## config.mk

```make
export PLATFORM = sky130hd
export DESIGN_NAME = fwd_operand_forward
export DESIGN_NICKNAME = d
export VERILOG_FILES = /design/src/rtl/fwd_pkg.sv /design/src/rtl/fwd_hit.sv /design/src/rtl/fwd_operand_sel.sv /design/src/rtl/fwd_operand_forward.sv
export SDC_FILE = /design/constraint.sdc
export NUM_CORES = 1
export LEC_CHECK = 0
export ABC_AREA = 1
export BUFFER_PORTS_ARGS = -buffer_cell sky130_fd_sc_hd__buf_2
export CAP_MARGIN = 20
export CORE_AREA = 5 5 180 182
export DETAILED_ROUTE_END_ITERATION = 10
export DIE_AREA = 0 0 185 187
export SYNTH_ARGS = -nofsm -noshare
export SYNTH_HDL_FRONTEND = slang
export SYNTH_SLANG_ARGS = --single-unit
```

## constraint.sdc

```tcl
create_clock -name vclk -period 1.6
set_input_delay 0.32 -clock vclk [all_inputs]
set_output_delay 0.32 -clock vclk [all_outputs]
set_load 0.01 [all_outputs]
```

## src/rtl/fwd_pkg.sv

```systemverilog
package fwd_pkg;
  parameter int unsigned DATA_W = 64;
  parameter int unsigned REG_W  = 4;

  // index 0 is the youngest in-flight result
  typedef enum int unsigned {
    STG_EX  = 0,
    STG_MEM = 1,
    STG_WB  = 2,
    NUM_STG = 3
  } fwd_stage_e;
endpackage

```

## src/rtl/fwd_hit.sv

```systemverilog
module fwd_hit #(
  parameter int unsigned REG_W = 4
) (
  input  logic [REG_W-1:0] src_i,
  input  logic [REG_W-1:0] dst_i,
  output logic             hit_o
);
  localparam logic [REG_W-1:0] REG_NONE = '1;

  assign hit_o = (src_i != REG_NONE) && (src_i == dst_i);
endmodule

```

## src/rtl/fwd_operand_sel.sv

```systemverilog
module fwd_operand_sel #(
  parameter int unsigned DATA_W = 64,
  parameter int unsigned REG_W  = 4,
  parameter int unsigned N_STG  = 3
) (
  input  logic [REG_W-1:0]             src_i,
  input  logic [DATA_W-1:0]            rf_i,
  input  logic [N_STG-1:0][REG_W-1:0]  dst_i,
  input  logic [N_STG-1:0][DATA_W-1:0] val_i,
  output logic [DATA_W-1:0]            val_o
);
  logic [N_STG-1:0]             hit;
  logic [N_STG:0][DATA_W-1:0]   chain;

  assign chain[N_STG] = rf_i;

  // older stages sit deeper in the chain; youngest hit wins
  for (genvar i = 0; i < N_STG; i++) begin : g_stage
    fwd_hit #(.REG_W(REG_W)) u_hit (
      .src_i (src_i),
      .dst_i (dst_i[i]),
      .hit_o (hit[i])
    );
    assign chain[i] = hit[i] ? val_i[i] : chain[i+1];
  end

  assign val_o = chain[0];
endmodule

```

## src/rtl/fwd_operand_forward.sv

```systemverilog
module fwd_operand_forward
  import fwd_pkg::*;
#(
  parameter int unsigned DATA_W = fwd_pkg::DATA_W,
  parameter int unsigned REG_W  = fwd_pkg::REG_W
) (
  input  logic [REG_W-1:0]  src_a_i,
  input  logic [REG_W-1:0]  src_b_i,
  input  logic [DATA_W-1:0] rf_a_i,
  input  logic [DATA_W-1:0] rf_b_i,
  input  logic [REG_W-1:0]  ex_dst_i,
  input  logic [DATA_W-1:0] ex_val_i,
  input  logic [REG_W-1:0]  mem_dst_i,
  input  logic [DATA_W-1:0] mem_val_i,
  input  logic [REG_W-1:0]  wb_dst_i,
  input  logic [DATA_W-1:0] wb_val_i,
  output logic [DATA_W-1:0] val_a_o,
  output logic [DATA_W-1:0] val_b_o
);
  localparam int unsigned N_STG = int'(NUM_STG);
  localparam logic [REG_W-1:0] REG_NONE = '1;

  logic [N_STG-1:0][REG_W-1:0]  stg_dst;
  logic [N_STG-1:0][DATA_W-1:0] stg_val;

  assign stg_dst[STG_EX]  = ex_dst_i;
  assign stg_val[STG_EX]  = ex_val_i;
  assign stg_dst[STG_MEM] = mem_dst_i;
  assign stg_val[STG_MEM] = mem_val_i;
  assign stg_dst[STG_WB]  = wb_dst_i;
  assign stg_val[STG_WB]  = wb_val_i;

  logic [1:0][REG_W-1:0]  op_src;
  logic [1:0][DATA_W-1:0] op_rf;
  logic [1:0][DATA_W-1:0] op_val;

  assign op_src = {src_b_i, src_a_i};
  assign op_rf  = {rf_b_i, rf_a_i};

  for (genvar k = 0; k < 2; k++) begin : g_op
    fwd_operand_sel #(
      .DATA_W (DATA_W),
      .REG_W  (REG_W),
      .N_STG  (N_STG)
    ) u_sel (
      .src_i (op_src[k]),
      .rf_i  (op_rf[k]),
      .dst_i (stg_dst),
      .val_i (stg_val),
      .val_o (op_val[k])
    );
  end

  assign val_a_o = op_val[0];
  assign val_b_o = op_val[1];

  always_comb begin
    if (src_a_i != REG_NONE && src_a_i == ex_dst_i)
      assert_ex_first_R1: assert (val_a_o == ex_val_i);
    if (src_a_i != REG_NONE && src_a_i != ex_dst_i && src_a_i == mem_dst_i)
      assert_mem_second_R2: assert (val_a_o == mem_val_i);
    if (src_a_i != REG_NONE && src_a_i != ex_dst_i && src_a_i != mem_dst_i
        && src_a_i == wb_dst_i)
      assert_wb_third_R3: assert (val_a_o == wb_val_i);
    if (src_a_i != ex_dst_i && src_a_i != mem_dst_i && src_a_i != wb_dst_i)
      assert_rf_default_R4: assert (val_a_o == rf_a_i);
    if (src_a_i == REG_NONE)
      assert_none_src_a_R6: assert (val_a_o == rf_a_i);
    if (src_b_i == REG_NONE)
      assert_none_src_b_R6: assert (val_b_o == rf_b_i);
    if (src_b_i != REG_NONE && src_b_i == ex_dst_i)
      assert_b_indep_R8: assert (val_b_o == ex_val_i);
  end
endmodule

```

Word level (Yosys, flattened, before mapping)
Cells that the tools add are included.

Register bits after elaboration: 0. Bits of input ports: 340. Output and inout port bits: 128.

Mux-type cells: 6. Equality and inequality tests: 8. Reduce and logical (&&, ||, !) cells: 6.

Operator list (number): $mux 64 (6); $eq 4x4->1 (6); $ne 4x4->1 const B (2); $logic_and 1x1->1 (6).

Depth between registers and ports, before layout
Word-level depth: 5. Depth in mapped cells: 11. Depth with buffers taken out: 10.

By module
A second synthesis with hierarchy kept.

Cells, all modules: 1240. Area, all modules: 5212.5 sq um.

By module, submodules not included: fwd_operand_sel (area an instance 2351.0 sq um, cells each 554, instances 2); fwd_hit (area an instance 85.1 sq um, cells each 22, instances 6).

Least setup slack after synthesis
OpenSTA, ideal clock, no wires.

Path type: input to output. Start point: in ex_dst_i[3]. End point: out val_a_o[43]. Arrival time: 1.269 ns. Slack: 0.011 ns. Path buffers: 2. Cell stages on the path: 7. Data required time: 1.280 ns. Cell sequence: xnor2_1 -> o21ai_0 -> nor2_1 -> buf_2 -> buf_1 -> nand2_1 -> nand2_1.

Longest elaborated chain between the ends: 3.

RTL lines: start: declaration (RTL line fwd_operand_forward.sv:11) `input logic [REG_W-1:0] ex_dst_i,`; $eq 4x4->1 (RTL line fwd_hit.sv:10) `assign hit_o = (src_i != REG_NONE) && (src_i == dst_i);`; $logic_and 1x1->1 (RTL line fwd_hit.sv:10); $mux 64 (RTL line fwd_operand_sel.sv:24) `assign chain[i] = hit[i] ? val_i[i] : chain[i+1];`; end: declaration (RTL line fwd_operand_forward.sv:17) `output logic [DATA_W-1:0] val_a_o,`.

Every way passes these cells.

Worst setup path in the final report
Start point: in src_b_i[0]. End point: out val_b_o[57].

Longest elaborated chain between the ends: 5. Elaborated cells on any way between the ends: 10. Classes of those cells: eq/ne (4); mux (3); reduce/logical (3).

RTL lines: start: declaration (RTL line fwd_operand_forward.sv:8) `input logic [REG_W-1:0] src_b_i,`; $ne 4x4->1 or $eq 4x4->1 (tied branches) (RTL line fwd_hit.sv:10); $logic_and 1x1->1 (RTL line fwd_hit.sv:10); $mux 64 (2 in series) (RTL line fwd_operand_sel.sv:24); $mux 64 * (RTL line fwd_operand_sel.sv:24); end: declaration (RTL line fwd_operand_forward.sv:18) `output logic [DATA_W-1:0] val_b_o`.

Mark *: on every way between the ends. The rest lies on a longest branch, timed or not.

==> results.md <==
- The flow ran to the end, but the final reports show violations.
- The checks that failed: negative setup slack.
- The area share of the largest cell type after synthesis is 0.390.
- The overall overflow remaining after global route is 0.
- For this configuration, the core starts out at a cell density of 0.174.
- The overall die area is 34600 um2.
- The placer's final routability congestion estimate is 0.955.
- STA classifies the critical path endpoint as an output port.
- A synthesized cell averages 4.35 um2.
- The final-layout fill cell count is 3129.
- The cell area power density is 407 nW/um2.
- Buffers placed on the I/O ports in this run total 468.
- The x dimension of the die is 185 um.
- The gate count after technology mapping is 1219.
- The post-DP HPWL is 27.5 mm.
- Of the cells placed in the final design, the portion with a size suffix greater than 1 is 0.543.
- For this run, the top clock speed supported by timing is 479 MHz.
- After synthesis the cells add up to 5310 um2.
- Summed over all layers, the routed wires come to 51.3 mm.
- The sequential element share of the synthesized area is 0.
- The area growth from synthesis to final layout is 131%.
- The iteration-0 DRC count of the detailed router is 721.
- After detailed routing, the number of vias per cell comes to 5.22.
- The DRC violation count after routing is 0.
- On the worst path, the slowest cell contributes a delay of 0.23 ns.
- In the post-route analysis, the smallest setup slack over all paths is -0.490 ns.
- The cell that appears most often on the critical path is sky130_fd_sc_hd__nand2_2.
- The share of the core filled with cells in the final layout is 0.403.
- The portion of the clock cycle consumed by the worst path in the final layout is 1.31.
- The actual slew at the worst max-slew pin is 0.397 ns.
- Grouping stages by cell kind, the critical path spends the most delay in buffers and inverters.
- In this run the remaining antenna-violating nets after routing total 0.
- The initial antenna violation count is 8.
- In this run the worst hold path is classified as in2out.
- The design has 0 sequential cells.
- The number of warning messages in the yosys log is 0.
- The first-pass detailed-route iteration total is 7.
- The floorplan has 64 rows.
- Excluding fillers, the count of instances in the completed layout stands at 2138.
- Traced cell by cell, the critical path runs through buf_12 -> buf_4 -> xor2_2 -> nor2_4 -> buf_12 -> nand2_8 -> clkbuf_16 -> nand2_2 -> nand3_2 -> nand2_2 -> nand2_2 -> buf_6.
- The element type at the critical path start is an input pin.
- The cell type with the largest total area after synthesis is sky130_fd_sc_hd__nand2_1.
- The sum of internal, switching and leakage power is 4.99 mW.
- The net total in the final layout is 2080.
- The first global-routing pass estimated 62.7 mm of wire.
- The largest voltage drop on the vdd net is 0.211 mV.
- The count of hold buffers inserted by post-cts repair is 0.
- The clock period minus worst slack is 2.09 ns.
- The worst setup path is of the in2out kind.
- In this run the static leakage power is 6.48 nW.
- Setup violations remaining at the end of the flow were counted as 128.
- Measured against its own limit, the worst slew margin works out to 0.736.
- The detailed-route wire length per cell is 24.0 um.
- The startpoint identified for the worst hold timing path is ex_val_i[59].
- The arrival time reported for the critical path endpoint is 1.77 ns.
- The worst hold path terminates at val_a_o[59].
- Across the run, the number of max-cap violations was 0.
- The pin count of the biggest net entering global routing is 33.
- The number of buffers and inverters on the critical path is 5.
- The number of global-route vias before repair came to 10.4k.
- The clock buffer count is 0.
- Leaving out fill and tap cells, the most frequent cell in the layout is sky130_fd_sc_hd__nand2_1.
- The slowest stage of the critical path belongs to the cell sky130_fd_sc_hd__clkbuf_16.
- In this run the vertical extent of the chip is 187 um.
- The net count after synthesis is 1559.
- Summing all flip-flop and latch instances after layout gives 0 um2.
- Across every metal layer, demand over resource in global routing totals 0.232.
- After synthesis, the cell types taking the most area are sky130_fd_sc_hd__nand2_1 (39%), sky130_fd_sc_hd__nor2_1 (19%), sky130_fd_sc_hd__nand3_1 (18%).
- The worst path required time is 1.28 ns.
- The final count of hold timing violations is 0.
- The number of different library cells used by synthesis comes to 19.
- Counting instances, the worst hold path has a depth of 4.
- After detailed placement, the design holds a cell count of 2043.
- The max-slew violation count is 0.
- For this block, the via count after detailed routing is 11.2k.
- In the layout the commonest cells are sky130_fd_sc_hd__nand2_1 (420), sky130_fd_sc_hd__buf_2 (414), sky130_fd_sc_hd__nor2_1 (157), sky130_fd_sc_hd__nand3_1 (136), sky130_fd_sc_hd__nand2_2 (107).
- The total core area is 30400 um2.
- Setup repair after global routing could not meet its margin everywhere.
- During I/O placement, the number of pins put on the boundary was 468.
- The largest fanout of any net on the critical path is 7.
## synth_stat cells (all sizes together)
cell,number
buf,95
clkbuf,8
inv,19
nand2,553
nand3,196
nand4,66
nor2,268
o21ai,1
or2,2
xnor2,8
xor2,3
## metrics by stage
| stage | setup slack, ns | area [um2] | hold slack (ns) | setup TNS (ns) |
|---|---|---|---|---|
| 2_1_floorplan | 0.0105 | 5310 | 0.763 | 0 |
| 3_3_place_gp | -0.540 | 8390 | 0.935 | -53.17 |
| 3_5_place_dp | -0.537 | 8390 | 0.939 | -54.62 |
| 4_1_cts | -0.466 | 10300 | 0.940 | -51.28 |
| 5_1_grt | -0.599 | 12300 | 0.951 | -62.25 |
| 6_report | -0.490 | 12300 | 0.936 | -53.84 |
## per-layer routing
| metal | track usage | vias to the layer above | routed length [um] |
|---|---|---|---|
| met5 | 0 | - | 34 |
| met4 | 0.0641 | 6 | 2670 |
| met3 | 0.0525 | 194 | 5440 |
| met2 | 0.419 | 842 | 25100 |
| met1 | 0.272 | 5154 | 18000 |
| li1 | - | 4960 | - |
## logic make-up (layout without fill, tap and decap cells)
kind of cell    count (synthesis)  after routing  share of synthesized area
other cells                     0              4                          0
buf+inv                       122            640                      0.132
compound gates                  1              1                   0.000942
xor+xnor                       11             11                     0.0182
simple gates                 1085           1086                      0.848
## cell type report
cell class,instances,area (um2),share of cell area
Multi-Input combinational cell,1098,6110,0.499
Inverter,19,76.3,0.00623
Antenna cell,4,10.0,0.000816
Tap cell,396,495,0.0404
Timing Repair Buffer,621,5560,0.454
## power by group
group | internal [mW] | total [mW] | leakage, nW | switching, mW
Clock | 0.000000328 | 0.000000328 | 0.0000281 | 0
Sequential | 0 | 0 | 0 | 0
Combinational | 2.26 | 4.99 | 6.48 | 2.73
Total | 2.26 | 4.99 | 6.48 | 2.73
## worst max-delay path by stage
stage | start | to | slack [ns] | cells after the start
detailed placement | src_a_i[0] | val_a_o[3] | -0.54 | 11
global route | mem_dst_i[3] | val_a_o[61] | -0.60 | 13
finish | src_b_i[0] | val_b_o[57] | -0.49 | 12
floorplan | ex_dst_i[3] | val_a_o[43] | 0.01 | 7
CTS | src_a_i[1] | val_a_o[57] | -0.47 | 13
global placement | src_a_i[1] | val_a_o[62] | -0.54 | 10
## repair_timing
item / in CTS / in global routing
resized for setup: 228 / 354
cloned: 31 / 27
setup endpoints to repair: 128 / 128
endpoints found under the hold margin: 0 / 0
setup buffers: 26 / 13
pin swaps: 80 / 164
Note: power is estimated with default switching activity, not from simulation.
